File: config.mk
export PLATFORM = sky130hd
export DESIGN_NAME = mesi_hub
export DESIGN_NICKNAME = d
export VERILOG_FILES = /design/src/rtl/mesi_hub_pkg.sv /design/src/rtl/hub_req_fifo.sv /design/src/rtl/hub_prio_arb.sv /design/src/rtl/hub_snoop_engine.sv /design/src/rtl/mesi_hub.sv
export SDC_FILE = /design/constraint.sdc
export NUM_CORES = 1
export LEC_CHECK = 0
export ABC_AREA = 1
export CORE_ASPECT_RATIO = 0.7
export CORE_UTILIZATION = 45
export DETAILED_ROUTE_END_ITERATION = 6
export PLACE_DENSITY = 0.7
export SETUP_SLACK_MARGIN = 0.15
export SLEW_MARGIN = 15
export SYNTH_ARGS = -nofsm -noshare
export SYNTH_HDL_FRONTEND = slang
export SYNTH_SLANG_ARGS = --single-unit
export TNS_END_PERCENT = 50
File: constraint.sdc
create_clock -name clk -period 8.2 [get_ports clk]
set_clock_uncertainty 0.2 [all_clocks]
set_input_delay 0.82 -clock clk [delete_from_list [all_inputs] [get_ports clk]]
set_output_delay 0.82 -clock clk [all_outputs]
set_load 0.005 [all_outputs]
File: src/rtl/mesi_hub_pkg.sv
// Shared encodings of the coherence hub.
package mesi_hub_pkg;
    // Request kind on a master's request port; bit 1 marks a broadcast.
    typedef enum logic [1:0] {
        RQ_PLAIN_WR = 2'b00,
        RQ_PLAIN_RD = 2'b01,
        RQ_BCAST_WR = 2'b10,
        RQ_BCAST_RD = 2'b11
    } req_kind_e;

    // Phases of the single snoop engine.
    typedef enum logic [1:0] {
        ENG_IDLE  = 2'b00,
        ENG_SNOOP = 2'b01,
        ENG_WAIT  = 2'b10,
        ENG_GRANT = 2'b11
    } eng_state_e;
endpackage

File: src/rtl/hub_req_fifo.sv
// Per-master request queue: first-in first-out storage of pending broadcasts.
// Assumes DEPTH is a power of two; push and pop may occur in the same cycle,
// the caller never pushes when full nor pops when empty.
module hub_req_fifo #(
    parameter int W     = 17,
    parameter int DEPTH = 16,
    localparam int PW   = $clog2(DEPTH),
    localparam int CW   = $clog2(DEPTH + 1)
) (
    input  logic          clk,
    input  logic          rst_n,
    input  logic          push,
    input  logic [W-1:0]  din,
    input  logic          pop,
    output logic [W-1:0]  dout,
    output logic          empty,
    output logic          full,
    output logic [CW-1:0] count
);
    logic [W-1:0]  mem [DEPTH];
    logic [PW-1:0] wr_ptr, rd_ptr;

    // Write the storage; no reset needed for data.
    always_ff @(posedge clk) begin
        if (push) mem[wr_ptr] <= din;
    end

    // Advance pointers and occupancy.
    always_ff @(posedge clk) begin
        if (!rst_n) begin
            wr_ptr <= '0;
            rd_ptr <= '0;
            count  <= '0;
        end else begin
            if (push) wr_ptr <= wr_ptr + 1'b1;
            if (pop)  rd_ptr <= rd_ptr + 1'b1;
            count <= count + CW'(push) - CW'(pop);
        end
    end

    // Head and status flags.
    always_comb begin
        dout  = mem[rd_ptr];
        empty = (count == '0);
        full  = (count == CW'(DEPTH));
    end
endmodule

File: src/rtl/hub_prio_arb.sv
// Fixed-priority picker: the lowest-numbered candidate wins.
// Assumes nothing about the candidates; grant is one-hot or zero.
module hub_prio_arb #(
    parameter int N   = 4,
    localparam int IW = (N > 1) ? $clog2(N) : 1
) (
    input  logic [N-1:0]  cand,
    output logic [N-1:0]  grant,
    output logic [IW-1:0] gid,
    output logic          any
);
    // Scan from index 0 upward and keep the first hit.
    always_comb begin
        grant = '0;
        gid   = '0;
        any   = 1'b0;
        for (int i = 0; i < N; i++) begin
            if (cand[i] && !any) begin
                grant[i] = 1'b1;
                gid      = IW'(i);
                any      = 1'b1;
            end
        end
    end
endmodule

File: src/rtl/hub_snoop_engine.sv
// Runs one coherence transaction: snoop fan-out, response collection, enable.
// Assumes start is only raised while idle is high and each master answers a
// snoop with a one-cycle acknowledge.
module hub_snoop_engine
    import mesi_hub_pkg::*;
#(
    parameter int N   = 4,
    parameter int AW  = 16,
    localparam int IW = (N > 1) ? $clog2(N) : 1
) (
    input  logic          clk,
    input  logic          rst_n,
    input  logic          start,
    input  logic [IW-1:0] start_id,
    input  logic          start_wr,
    input  logic [AW-1:0] start_addr,
    input  logic [N-1:0]  ack,
    output logic          idle,
    output logic [N-1:0]  snp_vld,
    output logic          snp_wr,
    output logic [AW-1:0] snp_addr,
    output logic [N-1:0]  en_wr,
    output logic [N-1:0]  en_rd,
    output logic [N-1:0]  pend
);
    eng_state_e    state;
    logic [IW-1:0] init_id;
    logic          is_wr;
    logic [AW-1:0] addr_q;
    logic [N-1:0]  init_oh;
    logic [N-1:0]  pend_nx;

    // Decode the initiator and the remaining responders.
    always_comb begin
        init_oh = N'(1) << init_id;
        pend_nx = pend & ~ack;
    end

    // Phase sequencing and response mask.
    always_ff @(posedge clk) begin
        if (!rst_n) begin
            state   <= ENG_IDLE;
            init_id <= '0;
            is_wr   <= 1'b0;
            addr_q  <= '0;
            pend    <= '0;
        end else begin
            case (state)
                ENG_IDLE: if (start) begin
                    state   <= ENG_SNOOP;
                    init_id <= start_id;
                    is_wr   <= start_wr;
                    addr_q  <= start_addr;
                    pend    <= ~(N'(1) << start_id);
                end
                ENG_SNOOP, ENG_WAIT: begin
                    pend  <= pend_nx;
                    state <= (pend_nx == '0) ? ENG_GRANT : ENG_WAIT;
                end
                default: state <= ENG_IDLE;
            endcase
        end
    end

    // Drive snoop and enable outputs from the phase.
    always_comb begin
        idle     = (state == ENG_IDLE);
        snp_vld  = (state == ENG_SNOOP) ? ~init_oh : '0;
        snp_wr   = is_wr;
        snp_addr = addr_q;
        en_wr    = (state == ENG_GRANT && is_wr)  ? init_oh : '0;
        en_rd    = (state == ENG_GRANT && !is_wr) ? init_oh : '0;
    end
endmodule

File: src/rtl/mesi_hub.sv
// Coherence hub top: per-master queues, fixed-priority start, one snoop engine.
// Assumes masters hold a request for one cycle and resend nothing that was
// refused; plain accesses bypass the hub and are ignored here.
module mesi_hub
    import mesi_hub_pkg::*;
#(
    parameter int N_MST  = 4,
    parameter int AW     = 16,
    parameter int QDEPTH = 16,
    localparam int IW    = (N_MST > 1) ? $clog2(N_MST) : 1,
    localparam int CW    = $clog2(QDEPTH + 1),
    localparam int EW    = AW + 1
) (
    input  logic                clk,
    input  logic                rst_n,
    input  logic [N_MST-1:0]    req_valid,
    input  logic [2*N_MST-1:0]  req_kind,
    input  logic [AW*N_MST-1:0] req_addr,
    output logic [N_MST-1:0]    req_ready,
    output logic [N_MST-1:0]    snoop_valid,
    output logic                snoop_inval,
    output logic [AW-1:0]       snoop_addr,
    input  logic [N_MST-1:0]    snoop_ack,
    output logic [N_MST-1:0]    enable_wr,
    output logic [N_MST-1:0]    enable_rd,
    output logic [CW*N_MST-1:0] queue_count
);
    logic [N_MST-1:0] q_empty, q_full, cand, grant;
    logic [EW-1:0]    cand_entry [N_MST];
    logic [IW-1:0]    gid;
    logic             any_cand, eng_idle;
    logic [N_MST-1:0] eng_pend;
    logic [EW-1:0]    start_entry;

    for (genvar i = 0; i < N_MST; i++) begin : g_mst
        logic          bcast, live_ok, take_live, push, pop;
        logic [EW-1:0] live_entry, head;
        logic [CW-1:0] cnt;

        // Classify the live request and decide queue traffic.
        always_comb begin
            bcast         = req_valid[i] & req_kind[2*i+1];
            live_ok       = bcast & ~q_full[i];
            live_entry    = {~req_kind[2*i], req_addr[AW*i +: AW]};
            cand[i]       = ~q_empty[i] | live_ok;
            cand_entry[i] = q_empty[i] ? live_entry : head;
            take_live     = live_ok & q_empty[i] & grant[i] & eng_idle;
            push          = live_ok & ~take_live;
            pop           = ~q_empty[i] & grant[i] & eng_idle;
        end

        hub_req_fifo #(.W(EW), .DEPTH(QDEPTH)) u_q (
            .clk(clk), .rst_n(rst_n), .push(push), .din(live_entry),
            .pop(pop), .dout(head), .empty(q_empty[i]), .full(q_full[i]),
            .count(cnt)
        );

        assign queue_count[CW*i +: CW] = cnt;
        assign req_ready[i]            = ~q_full[i];
    end

    hub_prio_arb #(.N(N_MST)) u_arb (
        .cand(cand), .grant(grant), .gid(gid), .any(any_cand)
    );

    // Select the winning entry for the engine.
    always_comb start_entry = cand_entry[gid];

    hub_snoop_engine #(.N(N_MST), .AW(AW)) u_eng (
        .clk(clk), .rst_n(rst_n),
        .start(any_cand & eng_idle), .start_id(gid),
        .start_wr(start_entry[EW-1]), .start_addr(start_entry[AW-1:0]),
        .ack(snoop_ack), .idle(eng_idle),
        .snp_vld(snoop_valid), .snp_wr(snoop_inval), .snp_addr(snoop_addr),
        .en_wr(enable_wr), .en_rd(enable_rd), .pend(eng_pend)
    );
endmodule

* Word level (Yosys, flattened, before mapping)
Memory sizes are Yosys's and may differ from the RTL's. A register that Yosys moved wholly into a read port is not among the register bits.
Index checks and enable logic that the tools add are counted.
** Operators by class
- Add/subtract/negate cells :: 16
- Multipliers :: 0
- Divide/modulo/power cells :: 0
- Magnitude comparators :: 1
- Eq/ne operators :: 8
- Shift operators :: 2
- Muxes and demuxes :: 41
- Bitwise operators :: 58
- Reductions and logical operators :: 19
** Operator list (count)
- 2-to-1 mux 17 bit :: 6
- 2-to-1 mux 4 bit :: 12
- binary-select mux 17 bit (select 2 bit) :: 1
- bitwise AND 1 bit :: 33
- adder 4 x 1 -> 4 bit (second input constant) :: 8
- adder 5 x 1 -> 5 bit :: 4
- equality test 5 bit (second input constant) :: 4
- zero test 5 bit :: 4
- subtractor 5 x 1 -> 5 bit :: 4
- 2-to-1 mux 1 bit :: 17
- NOT 1 bit :: 16
- NOT 4 bit :: 3
- one-hot mux 4 bit (2 select lines) :: 1
- << shifter 1 x 2 -> 4 bit (first input constant) :: 2
- 2-to-1 mux 2 bit :: 3
- logical AND 1 bit :: 5
- bitwise AND 4 bit :: 1
- equality test 2 bit (second input constant) :: 2
- zero test 1 bit :: 4
- zero test 4 bit :: 1
- bitwise OR 1 bit :: 4
- one-hot mux 2 bit (2 select lines) :: 1
- AND reduction 2 bit :: 2
- >= comparator 3 bit (second input constant) :: 1
- 6 further kinds :: 6
** Word-level totals
- Register bits :: 77
- Latch bits :: 0
- Bits in writable memories :: 1088
- ROM bits :: 0
- Logic and storage cells :: 166
- Memories :: 4
** Memories
- g_mst[0].u_q.mem :: depth 16, width 17, read ports 1, clocked after Yosys merged registers in 1, wr ports 1, RTL line hub_req_fifo.sv:20 : logic [W-1:0] mem [DEPTH];
- g_mst[1].u_q.mem :: depth 16, width 17, read ports 1, clocked after Yosys merged registers in 1, wr ports 1, RTL line hub_req_fifo.sv:20
- g_mst[2].u_q.mem :: depth 16, width 17, read ports 1, clocked after Yosys merged registers in 1, wr ports 1, RTL line hub_req_fifo.sv:20
- g_mst[3].u_q.mem :: depth 16, width 17, read ports 1, clocked after Yosys merged registers in 1, wr ports 1, RTL line hub_req_fifo.sv:20

* Longest topological paths before layout
- Word-level depth :: 20
- Mapped depth :: 17
- Mapped depth without buffers :: 16

* Cells and area by module
A second synthesis with hierarchy kept.
** Unflattened totals
- Cells, all modules :: 5428
- Area total of the unflattened synthesis :: 52713.1 µm²
** Modules (own cells, without submodules)
- hub_req_fifo at g_mst[0].u_q ... :: instances 3, cells an instance 1214, area an instance 12458.2 µm²
- hub_req_fifo at g_mst[3].u_q :: instances 1, cells an instance 1214, area an instance 12455.7 µm²
- mesi_hub :: instances 1, cells an instance 397, area an instance 1670.4 µm²
- hub_snoop_engine :: instances 1, cells an instance 162, area an instance 1149.9 µm²
- hub_prio_arb :: instances 1, cells an instance 13, area an instance 62.6 µm²

* Worst setup path after synthesis
No wires, ideal clock.
- Path type :: input port to flip-flop
- Start point :: input req_valid[1]
- End point :: register g_mst[2].u_q.count[4]
- Setup time :: 128 ps
- Data arrival time :: 2705 ps
- Required time :: 7872 ps
- Setup slack :: 5167 ps
- Cell stages on the path :: 12
- Path buffers :: 0
- Cell sequence :: nand2_1 nand4_4 nor3_4 ha_1 inv_1 ha_1 inv_1 fa_1 nor3_1 a211oi_1 o21ai_0 a21oi_1
** Between the ends
- Cells in the longest elaborated chain, start to end :: 14
- Elaborated cells between the ends (all ways) :: 16
- Classes of those cells :: add/sub (2); mux (2); bitwise (9); reduce/logical (3)
** RTL lines
- start: declaration :: RTL line mesi_hub.sv:16 : input logic [N_MST-1:0] req_valid,
- bitwise AND 1 bit (*) :: RTL line mesi_hub.sv:42 : bcast = req_valid[i] & req_kind[2*i+1];
- bitwise AND 1 bit (*) :: RTL line mesi_hub.sv:43 : live_ok = bcast & ~q_full[i];
- bitwise OR 1 bit (*) :: RTL line mesi_hub.sv:45 : cand[i] = ~q_empty[i] | live_ok;
- logical AND 1 bit (*) :: RTL line hub_prio_arb.sv:18 : if (cand[i] && !any) begin
- 2-to-1 mux 1 bit (*) :: RTL line hub_prio_arb.sv:18
- zero test 1 bit (*) :: RTL line hub_prio_arb.sv:18
- logical AND 1 bit (*) :: RTL line hub_prio_arb.sv:18
- 2-to-1 mux 1 bit (*) :: RTL line hub_prio_arb.sv:18
- bitwise AND 1 bit (2 in series) :: RTL line mesi_hub.sv:47 : take_live = live_ok & q_empty[i] & grant[i] & eng_idle;
- NOT 1 bit :: RTL line mesi_hub.sv:48 : push = live_ok & ~take_live;
- bitwise AND 1 bit :: RTL line mesi_hub.sv:48
- adder 5 x 1 -> 5 bit :: RTL line hub_req_fifo.sv:37 : count <= count + CW'(push) - CW'(pop);
- subtractor 5 x 1 -> 5 bit (*) :: RTL line hub_req_fifo.sv:37
- end signal: assignment :: RTL line hub_req_fifo.sv:37
- end: declaration :: RTL line hub_req_fifo.sv:18 : output logic [CW-1:0] count
Every way passes the cells marked *; elsewhere a longest branch is shown, timed or not.
A chain may end at the register's enable or synchronous reset.

==> flow_summary.toml <==
[run_status]
status = "finished clean"

[synth]
synthAdderAreaFrac_pct = 1.32
yosys.area_share.simple_pct = 21.0
synth.distinct_cells = 49
synth_top_area_share_pct = 64.4
ys.flop_type = "edfxtp_1"
muxShareOfSynthArea_pct = 0
async_flop_share_pct = 0
synth-edff-count = 1088
syn_nets = 4984
ys.warnings.count = 0
synth.largest_area_cell = "edfxtp_1"
yosys.area_share.xor_xnor_pct = 0.121
syn_area_per_cell_um2 = 10.5
syn_inst = 4851
synth_area_um2 = 50800
synth_compound_area_share_pct = 3.66
synth_seq_cells = 1181
synth_area_leaders = "edfxtp_1 (64%), nand2_1 (9.6%), nand3_1 (6.5%)"
synth_top_family_by_area = "simple AND/OR/NAND/NOR gates"
ys_seq_area_share_pct = 68.0

[grt]
grt_pass1_vias = 32000
grt_max_degree = 87
grt_use_total_pct = 23.9
antenna_found_initial = 4
met3_usage_pct = 7.23
overflow = 0
grtUsageMet1_pct = 36.6
grt-busiest-layer = "met1"
grtUsageMet2_pct = 33.1
grt_pass1_wl_um = 205000

[cells_and_area]
layout-drive-gt1-share_pct = 7.22
area.sequential_um2 = 34600
most-common-layout-cells = "nand2_1 (1294), edfxtp_1 (1088), nand3_1 (662)"
instances_no_fill = 6520
diodes = 0
multiInputGateArea_um2 = 13400
layout-area-overhead-vs-synth_pct = 12.5
layout_commonest_cell = "nand2_1"
nFillCells = 9537
final_nets = 5053
final_cell_area_um2 = 57100

[min_path]
hold_path.class = "reg2reg"

[clocking]
clkLatencyLatePin_ps = 710
postCtsHoldBufs = 0
post_cts_buffers = 0
cts_tree = "done"
post_cts_resized = 0
numCtsBuffers = 108
cts_htree_levels = 3
cts_buffer_depth = 3
root_buffer = "clkbuf_16"
cts.sinks = 1181
clk_pin_slew_ps = 70

[worst_setup_path]
start_kind = "flip-flop"
path_common_cell = "nand3_1"
setup.worst_path.end_class = "flip-flop"
crit_required_ps = 8610
endpoint = "u_eng.snp_addr[0]"
r2r_setup_slack_ps = 4440
r2r_end = "u_eng.snp_addr[0]"
cp_max_fo = 78
crit_family = "buffers and inverters"
crit_type = "reg2reg"
cp_slowest_stage_delay_ps = 900
cp_num_buf_inv = 2
reg2regPathDepth = 11
crit_path_cell_trace = "inv_2 -> buf_4 -> nand2_1 -> nand3_1 -> nand3_1 -> nand3_1 -> nand3_1 -> nand2_1 -> nand3_1 -> nor2_1 -> nor2_1"
arrival_ps = 4170
cp_slowest_cell = "inv_2"
worst-path-stages = 11

[routing]
first_pass_iters = 6
drcViolationCount = 0
avgRoutedWirePerCell_um = 21.1
finalWirelength_um = 138000
ant_nets = 0
viasPerCell = 5.39
drtIter0Drc = 4621
route.vias.total = 35200

[placement]
post-place-cells = 6318
portBuffers = 134
dp_hpwl_um = 85700
place_area_um2 = 53600
dpl_worst_slack_ps = 4210
place_congestion = 0.898

[floorplan]
start_util_pct = 45.7
core_area_um2 = 111000
pin_count = 135
die_height_um = 283
chipWidth_um = 403
die_area_um2 = 114000
rows = 102

[sta]
finalSetupTns_ps = 0
finalCriticalPeriod_ps = 3760
fmax_mhz = 266
slew_headroom_pct = 22.9
tightest_slew_ps = 1150
finalWorstSetupSlack_ps = 4440
finalHoldViolations = 0
post-route-period-util_pct = 45.8
slew_violations = 0
rsz0062_at_grt = "no"
setup_viol = 0

[pwr]
ir_drop_mv = 0.222
power.density_nw_per_um2 = 275
p_leak_nw = 21.9

[flow_run]
maxCapViolCount = 0
## synthesized netlist by cell type, types with 5 or more instances
master / n
a21oi_1: 49
buf_1: 28
buf_2: 111
buf_4: 14
clkbuf_1: 89
clkinv_1: 11
dfxtp_1: 93
edfxtp_1: 1088
ha_1: 47
inv_1: 468
inv_2: 15
nand2_1: 1294
nand2_2: 5
nand3_1: 662
nor2_1: 550
nor2_2: 6
nor2_4: 5
o211ai_1: 68
o21ai_0: 154
o21ai_1: 39
xor2_1: 6
## routing by layer
| metal | routed length (µm) | up-vias | part of all wire, % |
|---|---|---|---|
| met2 | 57500 | 1795 | 42 |
| met1 | 59800 | 16800 | 43 |
| met3 | 17400 | 201 | 13 |
| met5 | 23 | - | 0.017 |
| li1 | - | 16300 | - |
| met4 | 2870 | 4 | 2.1 |
## registers in the layout, indices dropped and copies added (netlist names), named ones only
register,flops
u_eng.snp_addr,16
g_mst.u_q.rd_ptr,16
u_eng.pend,4
g_mst.u_q.mem,1088
u_eng.state,2
g_mst.u_q.count,20
g_mst.u_q.wr_ptr,16
u_eng.init_id,2
u_eng.snp_wr,1
## through the flow
stage | util (%) | hold slack, ps | total power [mW]
3_5_place_dp | 48.2 | 272 | 10.6
3_3_place_gp | 48.2 | 254 | 10.6
4_1_cts | 51.4 | 282 | 15.7
6_report | 51.4 | 278 | 15.7
2_1_floorplan | - | 236 | 9.37
5_1_grt | 51.4 | 304 | 16.3
## cells by family after synthesis
logic type      after synthesis
simple gates               2547
flops                      1181
buf+inv                     741
compound gates              324
fa+ha+maj                    51
xor+xnor                      7
## where the power goes
| group | internal, mW | switching [mW] | total, mW | leakage [nW] |
|---|---|---|---|---|
| clock network | 2.84 | 2.28 | 5.12 | 1.75 |
| registers | 6.78 | 0.248 | 7.03 | 10.6 |
| logic | 1.09 | 2.46 | 3.55 | 9.56 |
| total | 10.7 | 4.99 | 15.7 | 21.9 |
## worst min-delay path by stage
stage | startpoint | to | slack, ps | depth (start not counted)
after global placement | g_mst[2].u_q.rd_ptr[3] | flip-flop | 250 | 2
final | g_mst[2].u_q.rd_ptr[3] | g_mst[2].u_q.rd_ptr[3] | 280 | 2
after global routing | g_mst[2].u_q.rd_ptr[3] | flip-flop | 300 | 2
after detailed placement | g_mst[2].u_q.rd_ptr[3] | g_mst[2].u_q.rd_ptr[3] | 270 | 2
after CTS | g_mst[2].u_q.rd_ptr[3] | g_mst[2].u_q.rd_ptr[3] | 280 | 2
after floorplan | g_mst[1].u_q.rd_ptr[3] | flip-flop | 240 | 2
## worst reg2reg max path: cells and delay by family, from the launching register on
| family | cells | cell delay, ps |
|---|---|---|
| buffers and inverters | 2 | 1590 |
| flip-flops | 1 | 570 |
| AND/OR/NAND/NOR | 9 | 1300 |
## final cells by class
cell class | count | area share, %
Sequential cell | 1181 | 60.5
Multi-Input combinational cell | 2929 | 23.4
Clock inverter | 61 | 0.940
Clock buffer | 141 | 5.26
Timing Repair Buffer | 206 | 3.29
Inverter | 494 | 3.25
Tap cell | 1508 | 3.30
Power figures use the tool's default switching activity.
